--- src/rtl/usart_cs_pkg.sv ---
package usart_cs_pkg;
  localparam int W = 8;

  typedef enum logic [1:0] {
    ST_MODE  = 2'd0,
    ST_SYNC1 = 2'd1,
    ST_SYNC2 = 2'd2,
    ST_CMD   = 2'd3
  } seq_st_e;

  // mode word fields
  localparam int MODE_ONE_SYNC = 7;
  // command word fields
  localparam int CMD_DTR   = 1;
  localparam int CMD_ERRCL = 4;
  localparam int CMD_RTS   = 5;
  localparam int CMD_IRST  = 6;
  // number of latched error flags: parity, overrun, framing
  localparam int NERR = 3;
endpackage

--- src/rtl/usart_cs_bus_if.sv ---
module usart_cs_bus_if
  import usart_cs_pkg::*;
(
  input  logic         clk,
  input  logic         rst_n,
  input  logic         cs_n,
  input  logic         rd_n,
  input  logic         wr_n,
  input  logic         cd,
  input  logic [W-1:0] wr_data,
  output logic         ctrl_wr,
  output logic         data_wr,
  output logic         stat_rd_done,
  output logic         rd_active,
  output logic         tx_wr,
  output logic [W-1:0] tx_data
);
  logic wr_acc, rd_acc;
  logic wr_acc_q, rd_acc_q, rd_cd_q;
  logic wr_edge;
  logic tx_wr_n;
  logic [W-1:0] tx_data_n;

  assign wr_acc       = !cs_n && !wr_n;
  assign rd_acc       = !cs_n && !rd_n;
  assign wr_edge      = wr_acc && !wr_acc_q;
  assign ctrl_wr      = wr_edge && cd;
  assign data_wr      = wr_edge && !cd;
  assign stat_rd_done = rd_acc_q && !rd_acc && rd_cd_q;
  assign rd_active    = rd_acc;

  always_comb begin
    tx_wr_n   = data_wr;
    tx_data_n = tx_data;
    if (data_wr) tx_data_n = wr_data;
  end

  always_ff @(posedge clk or negedge rst_n) begin
    if (!rst_n) begin
      wr_acc_q <= 1'b0;
      rd_acc_q <= 1'b0;
      rd_cd_q  <= 1'b0;
      tx_wr    <= 1'b0;
      tx_data  <= '0;
    end else begin
      wr_acc_q <= wr_acc;
      rd_acc_q <= rd_acc;
      if (rd_acc) rd_cd_q <= cd;
      tx_wr    <= tx_wr_n;
      tx_data  <= tx_data_n;
    end
  end
endmodule

--- src/rtl/usart_cs_seq.sv ---
module usart_cs_seq
  import usart_cs_pkg::*;
(
  input  logic         clk,
  input  logic         rst_n,
  input  logic         dev_reset,
  input  logic         ctrl_wr,
  input  logic [W-1:0] wdata,
  output seq_st_e      state,
  output logic [W-1:0] mode_q,
  output logic [W-1:0] sync1_q,
  output logic [W-1:0] sync2_q,
  output logic [W-1:0] cmd_q,
  output logic         err_clr
);
  seq_st_e      st_n;
  logic [W-1:0] mode_n, sync1_n, sync2_n, cmd_n;

  always_comb begin
    st_n    = state;
    mode_n  = mode_q;
    sync1_n = sync1_q;
    sync2_n = sync2_q;
    cmd_n   = cmd_q;
    err_clr = 1'b0;
    if (dev_reset) begin
      st_n    = ST_MODE;
      mode_n  = '0;
      sync1_n = '0;
      sync2_n = '0;
      cmd_n   = '0;
    end else if (ctrl_wr) begin
      unique case (state)
        ST_MODE: begin
          mode_n = wdata;
          st_n   = (wdata[1:0] == 2'b00) ? ST_SYNC1 : ST_CMD;
        end
        ST_SYNC1: begin
          sync1_n = wdata;
          st_n    = mode_q[MODE_ONE_SYNC] ? ST_CMD : ST_SYNC2;
        end
        ST_SYNC2: begin
          sync2_n = wdata;
          st_n    = ST_CMD;
        end
        ST_CMD: begin
          err_clr = wdata[CMD_ERRCL];
          if (wdata[CMD_IRST]) begin
            cmd_n = '0;
            st_n  = ST_MODE;
          end else begin
            cmd_n = wdata;
          end
        end
        default: st_n = ST_MODE;
      endcase
    end
  end

  always_ff @(posedge clk or negedge rst_n) begin
    if (!rst_n) begin
      state   <= ST_MODE;
      mode_q  <= '0;
      sync1_q <= '0;
      sync2_q <= '0;
      cmd_q   <= '0;
    end else begin
      state   <= st_n;
      mode_q  <= mode_n;
      sync1_q <= sync1_n;
      sync2_q <= sync2_n;
      cmd_q   <= cmd_n;
    end
  end
endmodule

--- src/rtl/usart_cs_status.sv ---
module usart_cs_status
  import usart_cs_pkg::*;
(
  input  logic            clk,
  input  logic            rst_n,
  input  logic            dev_reset,
  input  logic [NERR-1:0] err_evt,
  input  logic            syn_evt,
  input  logic            err_clr,
  input  logic            stat_rd_done,
  input  logic            txrdy,
  input  logic            rxrdy,
  input  logic            txe,
  input  logic            dsr,
  output logic [NERR-1:0] err_q,
  output logic            syn_q,
  output logic [W-1:0]    status_word
);
  logic [NERR-1:0] err_n;
  logic            syn_n;

  always_comb begin
    err_n = err_q;
    syn_n = syn_q;
    if (err_clr)      err_n = '0;
    if (stat_rd_done) syn_n = 1'b0;
    err_n = err_n | err_evt;
    syn_n = syn_n | syn_evt;
    if (dev_reset) begin
      err_n = '0;
      syn_n = 1'b0;
    end
  end

  always_ff @(posedge clk or negedge rst_n) begin
    if (!rst_n) begin
      err_q <= '0;
      syn_q <= 1'b0;
    end else begin
      err_q <= err_n;
      syn_q <= syn_n;
    end
  end

  assign status_word = {dsr, syn_q, err_q, txe, rxrdy, txrdy};
endmodule

--- src/rtl/usart_ctrl_seq.sv ---
module usart_ctrl_seq
  import usart_cs_pkg::*;
#(
  parameter int RST_STAGES = 2
) (
  input  logic         clk,
  input  logic         rst_n,
  input  logic         dev_reset,
  input  logic         cs_n,
  input  logic         rd_n,
  input  logic         wr_n,
  input  logic         cd,
  input  logic [W-1:0] wr_data,
  output logic [W-1:0] rd_data,
  input  logic [W-1:0] rx_char,
  input  logic         txrdy,
  input  logic         rxrdy,
  input  logic         txe,
  input  logic         dsr,
  input  logic         par_err_evt,
  input  logic         ovr_err_evt,
  input  logic         frm_err_evt,
  input  logic         syn_evt,
  output logic [W-1:0] mode_word,
  output logic [W-1:0] cmd_word,
  output logic [W-1:0] sync_char1,
  output logic [W-1:0] sync_char2,
  output logic         setup_done,
  output logic         rts_n,
  output logic         dtr_n,
  output logic         tx_wr,
  output logic [W-1:0] tx_data
);
  logic [RST_STAGES-1:0] rst_pipe_q;
  logic                  rst_sync_n;
  logic                  ctrl_wr, data_wr, stat_rd_done, rd_active, err_clr;
  logic [NERR-1:0]       err_evt, err_q;
  logic                  syn_q;
  logic [W-1:0]          status_word;
  seq_st_e               state;

  // asynchronous assert, synchronous release
  always_ff @(posedge clk or negedge rst_n) begin
    if (!rst_n) rst_pipe_q <= '0;
    else        rst_pipe_q <= {rst_pipe_q[RST_STAGES-2:0], 1'b1};
  end
  assign rst_sync_n = rst_pipe_q[RST_STAGES-1];

  assign err_evt = {frm_err_evt, ovr_err_evt, par_err_evt};

  usart_cs_bus_if u_bus (
    .clk(clk), .rst_n(rst_sync_n), .cs_n(cs_n), .rd_n(rd_n), .wr_n(wr_n),
    .cd(cd), .wr_data(wr_data), .ctrl_wr(ctrl_wr), .data_wr(data_wr),
    .stat_rd_done(stat_rd_done), .rd_active(rd_active),
    .tx_wr(tx_wr), .tx_data(tx_data)
  );

  usart_cs_seq u_seq (
    .clk(clk), .rst_n(rst_sync_n), .dev_reset(dev_reset), .ctrl_wr(ctrl_wr),
    .wdata(wr_data), .state(state), .mode_q(mode_word), .sync1_q(sync_char1),
    .sync2_q(sync_char2), .cmd_q(cmd_word), .err_clr(err_clr)
  );

  usart_cs_status u_stat (
    .clk(clk), .rst_n(rst_sync_n), .dev_reset(dev_reset), .err_evt(err_evt),
    .syn_evt(syn_evt), .err_clr(err_clr), .stat_rd_done(stat_rd_done),
    .txrdy(txrdy), .rxrdy(rxrdy), .txe(txe), .dsr(dsr),
    .err_q(err_q), .syn_q(syn_q), .status_word(status_word)
  );

  assign setup_done = (state == ST_CMD);
  assign rts_n      = !cmd_word[CMD_RTS];
  assign dtr_n      = !cmd_word[CMD_DTR];
  assign rd_data    = !rd_active ? '0 : (cd ? status_word : rx_char);
endmodule

--- config.mk ---
export PLATFORM = sky130hd
export DESIGN_NAME = usart_ctrl_seq
export DESIGN_NICKNAME = d
export VERILOG_FILES = /design/src/rtl/usart_cs_pkg.sv /design/src/rtl/usart_cs_bus_if.sv /design/src/rtl/usart_cs_seq.sv /design/src/rtl/usart_cs_status.sv /design/src/rtl/usart_ctrl_seq.sv
export SDC_FILE = /design/constraint.sdc
export NUM_CORES = 1
export LEC_CHECK = 0
export BUFFER_PORTS_ARGS = -buffer_cell sky130_fd_sc_hd__buf_2
export CORE_MARGIN = 2
export CORE_UTILIZATION = 40
export DETAILED_ROUTE_END_ITERATION = 7
export PLACE_DENSITY = 0.68
export SYNTH_ARGS = -nofsm -noshare
export SYNTH_HDL_FRONTEND = slang
export SYNTH_SLANG_ARGS = --single-unit
--- constraint.sdc ---
create_clock -name clk -period 1.7 [get_ports clk]
set_clock_uncertainty 0.15 [all_clocks]
set_input_delay 0.17 -clock clk [delete_from_list [all_inputs] [get_ports clk]]
set_output_delay 0.17 -clock clk [all_outputs]
set_load 0.05 [all_outputs]
### Yosys cells after proc, flatten, opt, wreduce, memory -nomap -nowiden

Index checks and enable logic that the tools add are counted.

* output and inout bits: 52
* word-level logic and storage cells: 74
* input port bits: 31
* register bits after elaboration: 52

* muxes and demuxes: 28
* bitwise gates (word level): 2
* reductions and logical operators: 27
* equal/unequal tests: 4

Operators with widths (number)
* two-way mux 8 bit: 15
* AND reduction 2 bit: 5
* nonzero test 2 bit: 5
* logical NOT 1 bit: 8
* two-way mux 2 bit: 4
* one-hot mux 2 bit (4 select lines): 1
* logical AND 1 bit: 7
* two-way mux 1 bit: 6
* two-way mux 3 bit: 2
* == test 2 bit, second input constant: 2
* logical NOT 2 bit: 2
* != test 3 bit, second input constant: 1
* bitwise OR 3 bit: 1
* == test 2 x 1 -> 1 bit, second input constant: 1
* bitwise OR 1 bit: 1

### Logic depth before layout (Yosys ltp)

* depth after elaboration: 9
* mapped depth: 5

### Modules after synthesis

Synthesis repeated with hierarchy kept, for this count alone.

* cell total of the unflattened synthesis: 234
* area total of the unflattened synthesis: 2372.3 um^2

By module, submodules not included
* usart_cs_seq: area each 1496.4 um^2, instances 1, cells each 160
* usart_cs_bus_if: area each 446.7 um^2, instances 1, cells each 27
* usart_cs_status: area each 220.2 um^2, instances 1, cells each 24
* usart_ctrl_seq: area each 209.0 um^2, instances 1, cells each 23

### Least setup slack after synthesis

No wires, ideal clock.

* path type: reg2reg
* from: register u_seq.state[0]
* to: register u_seq.cmd_q[0]
* slack: -0.144 ns
* data required time: 1.431 ns
* clock period less this slack: 1.844 ns
* buffers on the path: 1
* stages on the path, launching flop included: 5
* arrival: 1.575 ns
* cells stage by stage: dfrtp_1 -> ha_1 -> clkbuf_1 -> a21boi_0 -> o21ba_2

* longest elaborated chain between the ends: 3

Ends and longest elaborated chain
* start, declared: RTL line usart_cs_seq.sv:9 `output seq_st_e state,`
* start signal, assigned: RTL line usart_cs_seq.sv:68 `state <= st_n;`
* == test 2 bit
* via setup_done: RTL line usart_ctrl_seq.sv:28 `output logic setup_done,`
* nonzero test 2 bit (no source line)
* AND reduction 2 bit (no source line)
* end signal, assigned: RTL line usart_cs_seq.sv:72 `cmd_q <= cmd_n;`
* end, declared: RTL line usart_cs_seq.sv:13 `output logic [W-1:0] cmd_q,`

The timed path passes the listed nets, and every way through them passes these cells.
A chain may end at the register's enable or synchronous reset.

### Final worst setup path

* from: register u_bus.wr_acc_q
* to: register u_seq.cmd_q[2]

* longest elaborated chain between the ends: 5

Ends and longest elaborated chain
* start, declared: RTL line usart_cs_bus_if.sv:19 `logic wr_acc_q, rd_acc_q, rd_cd_q;`
* start signal, assigned: RTL line usart_cs_bus_if.sv:46 `wr_acc_q <= wr_acc;`
* logical NOT 1 bit: RTL line usart_cs_bus_if.sv:26 `assign wr_edge = wr_acc && !wr_acc_q;`
* logical AND 1 bit: RTL line usart_cs_bus_if.sv:26
* logical AND 1 bit: RTL line usart_cs_bus_if.sv:27 `assign ctrl_wr = wr_edge && cd;`
* nonzero test 2 bit (no source line)
* AND reduction 2 bit (no source line)

No other way between the ends.

==> results.cfg <==
[synth]
synthMostInstantiatedCell = dfrtp_1
yosys.area.top_type_share_pct = 51.8
synth-simple-area-share_pct = 19.2
synth_common_cells = dfrtp_1 (51), nand2b_1 (34), mux2i_1 (32)
synthCells = 212
synth-main-ff-cell = dfrtp_1
synth_mux_area_share_pct = 16.7
ys_seq_area_share_pct = 51.8
synthArstFlopShare_pct = 100
syn_nets = 247
yosys.area_share.xor_xnor_pct = 0
yosys_warnings = 0
synth_cell_type_count = 34
synth_compound_area_share_pct = 6.50
netlist_area_um2 = 2460
synth_edf_count = 0
synth_top_family_by_area = simple AND/OR/NAND/NOR gates
ys_seq_elements = 51
synthAdderAreaFrac_pct = 2.03
synth_top_area_cell = dfrtp_1
yosys-top-cells-area = dfrtp_1 (52%), mux2i_1 (13%), nand2b_1 (8.6%), mux2_2 (3.7%), and4b_1 (2.8%)
avgSynthCellArea_um2 = 11.6

[routing]
via_count = 1901
drc = 0
drtIter0Drc = 68
drtPass1Iterations = 4
final_antenna_net_count = 0
wire_per_inst_um = 14.5
vias_per_cell = 4.92
totalWireLength_um = 5610

[clocking]
cts-buffers-inserted = 5
clkSinkCount = 51
clk_latency_ps = 300
path_clk_slew_ps = 90
clockRootBuffer = clkbuf_8
ctsHtreeMaxLevel = 2
cts_max_path_buffers = 2
cts_tree = done

[pwr]
pwr-share-seq_pct = 50.1
power_mw = 2.64
clockPowerShare_pct = 28.9
p_leak_nw = 1.77
swShare_pct = 30.4
p_sw_uw = 802
internal-power_mw = 1.84
pwr_density_cell_nw_per_um2 = 811
pwr-share-comb_pct = 21.0
ir_drop_mv = 0.516

[status]
outcome = completed

[timing]
period_share_pct = 96.1
fmaxAchievable_mhz = 612
finalSetupViolCount = 0
finalHoldViolCount = 0
fin_setup_tns_ps = 0
finalCriticalPeriod_ps = 1630
slew_violations = 0

[cells_and_area]
seq_area_um2 = 1280
n_fill_cell = 529
syn_to_final_growth_pct = 32.1
drive_gt1_share_pct = 38.3
multi_input_area_um2 = 1120
final_cells = 386
diodes = 0
final_nets = 345

[die]
core_area_um2 = 5920
die_area_um2 = 6800
num_rows = 28
start_util_pct = 41.6
pin_count = 83
die_x_um = 82.5
die-height_um = 82.5

[worst_setup_path]
crit_required_ps = 1750
cp-start-kind = flop
critPathKind = flop to flop
critPathMaxFanout = 7
arrival_ps = 1680
critPathLaunch = u_bus.wr_acc_q$_DFF_PN0_
timing.rr.start = u_bus.wr_acc_q$_DFF_PN0_
worst_setup_path_end_kind = flop

[min_path]
hp-class = primary input to flop
hold_start = wr_data[0]

[grt]
overflow = 0
grt_antenna_before_repair = 0
grt_pass1_vias = 1837
grt_usage_pct = 17.6
grt_pass1_wl_um = 8870
grt_max_degree = 34

[placed_design]
dp_hpwl_um = 3920
portBuffers = 81
gp_routability_congestion = 0.714
dp.cells = 363

[job]
maxCapViolations = 0
[what timing repair did]
action,in CTS,in global routing
setup endpoints to repair,1,16
resized for setup,2,3
pin swaps,0,1
gates cloned,0,1
hold buffers,12,0
setup buffers,0,2
hold endpoints to repair,11,0
[per-stage QoR]
step	setup slack (ps)	utilization, %	hold slack [ps]	instance area, µm²
after CTS	55.8	54.4	4.20	3220
final	66.9	55.0	28.5	3260
after global routing	-21.5	55.0	5.51	3260
after floorplan	25.2	-	-276	2470
after detailed placement	77.2	50.4	-192	2990
after global placement	120	50.4	-193	2990
[routing by layer]
layer	global-route usage, %	part of all wire [%]	up-vias
met5	0	0	-
met2	27.6	47	46
met4	7.83	2.0	0
met3	3.37	4.0	7
li1	-	-	921
met1	23.6	47	927
[final cells by class]
cell class / count / area share (%)
flip-flops and latches: 51 / 39.3
multi-input cells: 143 / 34.5
repair buffers: 104 / 19.6
clock buffers: 7 / 2.96
well taps: 75 / 2.88
inverters: 5 / 0.576
clock inverters: 1 / 0.231
[critical path: stages, from the launching register on]
cell and delay, ps:
dfrtp_2 440, nor4b_4 340, buf_6 160, buf_4 130
a21boi_0 80, o21ba_2 220
[state kept, by name (all words and copies together), names as in the netlist]
| register | flops |
|---|---|
| u_bus.wr_acc_q | 1 |
| u_stat.err_q | 3 |
| u_bus.tx_data | 8 |
| u_seq.cmd_q | 7 |
| u_seq.state | 2 |
| u_stat.syn_q | 1 |
| rst_pipe_q | 2 |
| u_bus.tx_wr | 1 |
| u_seq.sync2_q | 8 |
| u_bus.rd_acc_q | 1 |
| u_seq.mode_q | 8 |
| u_seq.sync1_q | 8 |
| u_bus.rd_cd_q | 1 |
[power groups by stage]
stage	clock network (mW)	logic, mW	registers (mW)
after floorplan	0	0.189	1.52
after global placement	0	0.523	1.34
after detailed placement	0	0.529	1.34
after CTS	0.798	0.552	1.32
after global routing	0.847	0.595	1.33
final	0.763	0.555	1.32
[kinds of logic after synthesis]
| logic type | Yosys count |
|---|---|
| compound gates | 20 |
| fa+ha+maj | 4 |
| buf+inv | 18 |
| flops | 51 |
| mux | 40 |
| other cells | 2 |
| simple gates | 77 |
[worst paths after layout]
path / endpoint / slack [ps] / depth (start not counted)
worst max-delay path: u_seq.cmd_q[2]$_DFFE_PN0P_ / 70 / 5
worst min-delay path: u_bus.tx_data[0]$_DFFE_PN0P_ / 30 / 2
worst max register to register: u_seq.cmd_q[2]$_DFFE_PN0P_ / 70 / 5
worst min register to register: u_bus.tx_wr$_DFF_PN0_ / 50 / 0
max in group asynchronous: rst_pipe_q[1]$_DFF_PN0_ / 710 / 3
min in group asynchronous: u_bus.tx_wr$_DFF_PN0_ / 50 / 0
[placed cells by master, fill, tap and decap left out, drive strengths merged, types with 3 or more instances in the layout]
cell type | netlist | layout
nand2b | 34 | 34
a21boi | 4 | 4
a211oi | 3 | 3
dlygate4sd3 | 0 | 12
ha | 4 | 4
inv | 5 | 5
mux2 | 8 | 8
clkbuf | 8 | 7
and4b | 7 | 7
nor3 | 4 | 4
nand2 | 7 | 7
nor2 | 16 | 16
dfrtp | 51 | 51
o21ba | 4 | 4
mux2i | 32 | 32
buf | 5 | 92
(Power assumes the default switching activity.)
